File: src/rtl/qseq_pkg.sv
package qseq_pkg;

  typedef enum logic [1:0] {
    PH_Q1 = 2'd0,
    PH_Q2 = 2'd1,
    PH_Q3 = 2'd2,
    PH_Q4 = 2'd3
  } phase_e;

  localparam int unsigned NUM_PHASES = 4;

  // Phase that follows p in the ring.
  function automatic phase_e phase_after(input phase_e p);
    return phase_e'(p + 2'd1);
  endfunction

  // CLKOUT level for the phase: high in the second half of the cycle.
  function automatic logic clkout_level(input phase_e p);
    return (p == PH_Q3) || (p == PH_Q4);
  endfunction

endpackage

File: src/rtl/qseq_phase_gen.sv
module qseq_phase_gen
  import qseq_pkg::*;
#(
  parameter int unsigned NPH = NUM_PHASES
) (
  input  logic           clk,
  input  logic           rst_n,
  output phase_e         ph,
  output logic [NPH-1:0] strobes,
  output logic           cycle_end,
  output logic           clkout
);

  phase_e ph_q;
  phase_e ph_nxt;
  logic   clk_q;

  assign ph_nxt = phase_after(ph_q);

  always_ff @(posedge clk or negedge rst_n) begin
    if (!rst_n) begin
      ph_q  <= PH_Q1;
      clk_q <= 1'b0;
    end else begin
      ph_q  <= ph_nxt;
      clk_q <= clkout_level(ph_nxt);
    end
  end

  for (genvar i = 0; i < NPH; i++) begin : g_strobe
    assign strobes[i] = (ph_q == phase_e'(i));
  end

  assign ph        = ph_q;
  assign cycle_end = (ph_q == PH_Q4);
  assign clkout    = clk_q;

endmodule

File: src/rtl/qseq_pc_unit.sv
module qseq_pc_unit #(
  parameter int unsigned PC_W = 13
) (
  input  logic            clk,
  input  logic            rst_n,
  input  logic            advance,
  input  logic            redirect,
  input  logic [PC_W-1:0] target,
  output logic [PC_W-1:0] pc
);

  function automatic logic [PC_W-1:0] pc_step(input logic [PC_W-1:0] cur);
    return cur + PC_W'(1);
  endfunction

  logic [PC_W-1:0] pc_q;

  always_ff @(posedge clk or negedge rst_n) begin
    if (!rst_n) begin
      pc_q <= '0;
    end else if (advance) begin
      pc_q <= redirect ? target : pc_step(pc_q);
    end
  end

  assign pc = pc_q;

endmodule

File: src/rtl/qseq_ir_stage.sv
module qseq_ir_stage #(
  parameter int unsigned IW = 14
) (
  input  logic          clk,
  input  logic          rst_n,
  input  logic          load,
  input  logic          flush,
  input  logic [IW-1:0] word,
  output logic [IW-1:0] ir,
  output logic          ir_valid
);

  logic [IW-1:0] ir_q;
  logic          vld_q;

  always_ff @(posedge clk or negedge rst_n) begin
    if (!rst_n) begin
      ir_q  <= '0;
      vld_q <= 1'b0;
    end else if (load) begin
      ir_q  <= word;
      vld_q <= !flush;
    end
  end

  assign ir       = ir_q;
  assign ir_valid = vld_q;

endmodule

File: src/rtl/qphase_seq.sv
module qphase_seq
  import qseq_pkg::*;
#(
  parameter int unsigned PC_W = 13,
  parameter int unsigned IW   = 14
) (
  input  logic            clk,
  input  logic            rst_n,
  input  logic [IW-1:0]   pm_rdata,
  input  logic            br_take,
  input  logic [PC_W-1:0] br_target,
  output logic [PC_W-1:0] pm_addr,
  output logic            pm_rd,
  output logic [IW-1:0]   ir,
  output logic            ir_valid,
  output logic [3:0]      phase,
  output logic            opnd_rd,
  output logic            dest_wr,
  output logic            clkout
);

  localparam int unsigned NPH = NUM_PHASES;

  phase_e          ph;
  logic [NPH-1:0]  strobes;
  logic            cycle_end;
  logic            branch_accept;
  logic [PC_W-1:0] pc;
  logic            exec_valid;

  qseq_phase_gen #(.NPH(NPH)) i_phase (
    .clk       (clk),
    .rst_n     (rst_n),
    .ph        (ph),
    .strobes   (strobes),
    .cycle_end (cycle_end),
    .clkout    (clkout)
  );

  // A branch is honoured only from a real instruction, at the cycle end.
  assign branch_accept = cycle_end && br_take && exec_valid;

  qseq_pc_unit #(.PC_W(PC_W)) i_pc (
    .clk      (clk),
    .rst_n    (rst_n),
    .advance  (cycle_end),
    .redirect (branch_accept),
    .target   (br_target),
    .pc       (pc)
  );

  qseq_ir_stage #(.IW(IW)) i_ir (
    .clk      (clk),
    .rst_n    (rst_n),
    .load     (cycle_end),
    .flush    (branch_accept),
    .word     (pm_rdata),
    .ir       (ir),
    .ir_valid (exec_valid)
  );

  assign pm_addr  = pc;
  assign pm_rd    = strobes[PH_Q3];
  assign opnd_rd  = strobes[PH_Q2] && exec_valid;
  assign dest_wr  = strobes[PH_Q4] && exec_valid;
  assign ir_valid = exec_valid;
  assign phase    = strobes;

endmodule

File: config.mk
export PLATFORM = sky130hd
export DESIGN_NAME = qphase_seq
export DESIGN_NICKNAME = d
export VERILOG_FILES = /design/src/rtl/qseq_pkg.sv /design/src/rtl/qseq_phase_gen.sv /design/src/rtl/qseq_pc_unit.sv /design/src/rtl/qseq_ir_stage.sv /design/src/rtl/qphase_seq.sv
export SDC_FILE = /design/constraint.sdc
export NUM_CORES = 1
export LEC_CHECK = 0
export ABC_AREA = 1
export ABC_CLOCK_PERIOD_IN_PS = 1500
export BUFFER_PORTS_ARGS = -buffer_cell sky130_fd_sc_hd__buf_4
export CORE_ASPECT_RATIO = 1.1
export CORE_MARGIN = 4
export CORE_UTILIZATION = 43
export CTS_CLUSTER_SIZE = 30
export DETAILED_ROUTE_END_ITERATION = 8
export PLACE_DENSITY = 0.84
export REMOVE_ABC_BUFFERS = 1
export SLEW_MARGIN = 0
export SYNTH_ARGS = -nofsm -noshare
export SYNTH_HDL_FRONTEND = slang
export SYNTH_SLANG_ARGS = --single-unit
File: constraint.sdc
create_clock -name clk -period 1.5 [get_ports clk]
set_clock_uncertainty 0.05 [all_clocks]
set_input_delay 0.3 -clock clk [delete_from_list [all_inputs] [get_ports clk]]
set_output_delay 0.3 -clock clk [all_outputs]
set_load 0.005 [all_outputs]
== After elaboration in Yosys (flattened, before gate mapping) ==
Index checks and enable logic that the tools add are counted.
Word-level totals
  logic and storage cells: 20
  output and inout port bits: 36
  flip-flop bits (word level): 31
  input bits: 30
Operators by class
  reduce and logical (&&, ||, !) cells: 7
  mux-type cells: 1
  add/sub/neg operators: 2
  eq/ne operators: 5
Operators by type and width (count)
  $add A13 B1 Y13 const B: 1
  $mux W13: 1
  $eq A2 B2 Y1 const B: 4
  $logic_and A1 B1 Y1: 4
  $add A2 B1 Y2 const B: 1
  $eq A2 B1 Y1 const B: 1
  $logic_not A2 Y1: 1
  $logic_not A1 Y1: 1
  $logic_or A1 B1 Y1: 1

== Depth between registers and ports, before layout ==
  word-level depth: 4
  gate-level depth with buffers: 8

== By module ==
Synthesis repeated with hierarchy kept, for this count alone.
Second synthesis, totals
  cell total of the unflattened synthesis: 220
  area total of the unflattened synthesis: 1685.4 um^2
Modules (own cells, without submodules)
  qseq_pc_unit: instances 1, area each 917.1 um^2, cells each 137, seq. area each 325.3 um^2
  qseq_ir_stage: instances 1, area each 611.8 um^2, cells each 65, seq. area each 375.4 um^2
  qseq_phase_gen: instances 1, area each 122.6 um^2, cells each 10, seq. area each 50.0 um^2
  qphase_seq: instances 1, area each 33.8 um^2, cells each 8, seq. area each 0.0 um^2

== Least setup slack after synthesis ==
No wires, ideal clock.
  kind: register to output
  start point: register, netlist name i_phase.clkout
  end point: output dest_wr
  cell stages (with the launch flop): 7
  arrival: 1166 ps
  required time: 1150 ps
  slack: -16 ps
  path buffers: 3
  cell sequence: dfrtp_1 ha_1 buf_4 buf_4 buf_2 nand2_1 inv_1
RTL lines
  to (decl): RTL line qphase_seq.sv:18  | output logic dest_wr,

==> metrics.md <==
| Metric | Value |
|---|---|
| Status | complete, but fails checks |
| Failing checks | negative setup slack |
| Flop-to-flop setup slack | 0.04 ns |
| Netlist cell types | 27 |
| Number of flops mapped to enable cells by yosys | 0 |
| Worst r2r src | i_phase.clkout |
| Number of diodes | 0 |
| Placed cells | 321 |
| DRT Pass-1 Iters | 4 |
| Post-synthesis sequential area ratio | 0.460 |
| Inserted Clock Buffers | 5 |
| # fillers | 314 |
| Crit Path Category | reg2out |
| IO Pins | 66 |
| Post-synth top area cell | dfrtp_1 |
| Clk buf depth | 2 |
| DPL Wire Length | 3150 um |
| Worst Hold Class | in2reg |
| R2R cell count | 8 |
| Final net count | 319 |
| Most Frequent Cell on Critical Path | buf_6 |
| Pwr Density | 962 nW/um^2 |
| Pleak | 1.29 nW |
| Worst-margin pin slew | 0.384 ns |
| Critical hold path startpoint | pm_rdata[4] |
| CP Max Fanout | 3 |
| Worst vdd ir | 578 uV |
| Endpoints failing hold | 0 |
| Max-slew violation count | 0 |
| Initial core utilization | 0.446 |
| Worst Path Required | 1.15 ns |
| RSZ-0062 raised after global routing | true |
| Fin crit period | 1.59 ns |
| Final WS setup | -0.0854 ns |
| DR WL/cell | 12.8 um |
| Finished Cell Area | 2380 um^2 |
| # setup viols final | 6 |
| Vias in the first global route | 1552 |
| CTS root buffer | clkbuf_8 |
| Die Wd | 66.7 um |
| Die H | 72.6 um |
| # DRC | 0 |
| RePlAce Congestion | 0.762 |
| Initial antenna violation count | 0 |
| Mean Syn Cell Area | 7.84 um^2 |
| Layout cells sized above 1 | 0.360 |
| CTS tree | yes |
| Pwr Total | 2.29 mW |
| Cell row count | 23 |
| Synthesis Warnings | 0 |
| Register bit total from synthesis | 30 |
| Synth Cell Area | 1630 um^2 |
| Post-synth top flop | dfrtp_1 |
| Max Freq | 631 MHz |
| Core area | 3650 um^2 |
| Synth area leaders | dfrtp_1 46%, nand2_1 22%, nand3_1 4.0% |
| Fin crit share | 1.06 |
| Hold depth | 3 |
| Port Buffers | 65 |
| WHS | 0.166 ns |
| Sequential Area | 751 um^2 |
| Max-cap viol count | 0 |
| First-pass GRT wire length | 6870 um |
| DP Area | 2170 um^2 |
| Critical Path Sink Type | output pin |
| Worst hold endpoint | i_ir.ir[4] |
| Slowest-stage cell, CP | dfrtp_1 |
| Final WL | 4270 um |
| Startpoint Class | flop |
| DRT iter0 DRCs | 71 |
| Finished Layout Cells | 333 |
| Worst slew margin | 0.744 |
| R2R Path End | i_pc.pc[5] |
| Vias per cell | 4.77 |
| CP Cell Sequence | buf_6, inv_4, ha_4, nand2_4, inv_2, buf_6 |
| Syn-to-layout area delta | 46.0% |
| Synth top area share | 0.460 |
| Post-synthesis async set-or-reset flop share | 1.00 |
| Via count | 1587 |
| Gate Count Post-Synth | 208 |
| CP arrival | 1.24 ns |
| Largest net degree at the start of global routing | 31 |
| Post-route ant nets | 0 |
| CP top delay family | flip-flops |
| Clk sinks | 30 |
| Multi-input logic area | 805 um^2 |
| Slowest stage delay, CP | 0.42 ns |
| GRT Resource Usage Total | 0.187 |
| Grt total ovfl | 0 |
| Buf/Inv on CP | 4 |
| CTS H-Tree Depth | 2 |
| Die Footprint | 4840 um^2 |
| Clk_lat worst skew | 0.28 ns |
| Clk slew on worst S/H paths | 0.06 ns |
==> stage by stage <==
step	setup TNS (ns)	util	setup WS [ns]
final	-0.208	0.651	-0.0854
after global routing	-0.566	0.651	-0.144
after CTS	-0.263	0.638	-0.0817
after detailed placement	-0.0431	0.593	-0.0431
after global placement	0	0.593	0.0428
after floorplan	-13.16	-	-0.638
==> cells in the final DEF, fill, tap and decap left out, types with 5 or more instances in the layout <==
cell type | netlist | final
buf_4 | 4 | 70
dfrtp_1 | 30 | 30
buf_6 | 2 | 7
inv_1 | 16 | 14
nand2_1 | 97 | 95
a21oi_1 | 5 | 5
nor2_1 | 7 | 6
clkbuf_8 | 0 | 6
nand3_1 | 13 | 12
o21ai_0 | 5 | 5
==> layer usage <==
metal | routed length [um] | vias to the layer above | share of wire | global-route usage
met5 | 0 | - | 0 | 0
met4 | 58 | 0 | 0.014 | 0.0655
met3 | 339 | 7 | 0.079 | 0.0709
met2 | 2280 | 66 | 0.53 | 0.337
met1 | 1590 | 710 | 0.37 | 0.196
li1 | - | 804 | - | -
==> worst register-to-register path: stages (launching register included) <==
cell and delay, ns:
dfrtp_1 0.42, ha_4 0.18, buf_4 0.15, nand3_4 0.16, nand3_2 0.12, nor2_2 0.11, o21ai_1 0.07, nand2_1 0.06
inv_1 0.04
==> worst max-delay path by stage <==
stage | startpoint | endpoint | slack [ns] | depth (start not counted)
floorplan | i_phase.clkout | i_pc.pc[2] | -0.64 | 4
global placement | i_phase.ph[0] | i_pc.pc[7] | 0.04 | 6
detailed placement | i_phase.ph[0] | i_pc.pc[7] | -0.04 | 6
CTS | i_phase.clkout | opnd_rd | -0.08 | 6
global route | i_phase.clkout | opnd_rd | -0.14 | 6
finish | i_phase.clkout | opnd_rd | -0.09 | 6
==> layout make-up <==
| type | instances | area share |
|---|---|---|
| clock buffers | 6 | 0.0347 |
| well taps | 50 | 0.0263 |
| repair buffers | 78 | 0.258 |
| flip-flops and latches | 30 | 0.315 |
| inverters | 17 | 0.0279 |
| multi-input cells | 152 | 0.338 |
==> sequential cells by signal, indices dropped and copies added, names as in the netlist <==
| register | flops |
|---|---|
| i_phase.ph | 1 |
| i_phase.clkout | 1 |
| i_ir.ir_valid | 1 |
| i_pc.pc | 13 |
| i_ir.ir | 14 |
==> logic make-up (layout without fill, tap and decap cells) <==
family,count (synthesis),count (layout),synth area share
AND/OR/NAND/NOR,127,127,0.343
flip-flops,30,30,0.460
buffers and inverters,26,101,0.0798
AO/OA/AOI/OAI,19,19,0.0729
adder cells (fa/ha/maj),5,5,0.0384
XOR/XNOR,1,1,0.00537
==> Yosys cell counts (2+ instances only) <==
cell and instances:
nand2_1 97, dfrtp_1 30, inv_1 16, nand3_1 13, nor2_1 7, a21oi_1 5, ha_1 5, o21ai_0 5
buf_4 4, nand4_1 4, nor2_4 3, buf_2 2, buf_6 2, o21ai_1 2
==> power by group <==
| part | switching, mW | leakage (nW) | total [mW] | internal (mW) |
|---|---|---|---|---|
| clock network | 0.282 | 0.0431 | 0.635 | 0.353 |
| logic | 0.315 | 0.900 | 0.628 | 0.313 |
| registers | 0.121 | 0.343 | 1.03 | 0.906 |
| total | 0.718 | 1.29 | 2.29 | 1.57 |
==> what timing repair did <==
action | 4_1_cts | 5_1_grt
endpoints found under the setup margin | 10 | 18
pin swaps | 2 | 3
setup buffers | 2 | 3
hold buffers | 1 | 0
hold endpoints to repair | 30 | 0
resized for setup | 16 | 7
(Power assumes the default switching activity.)
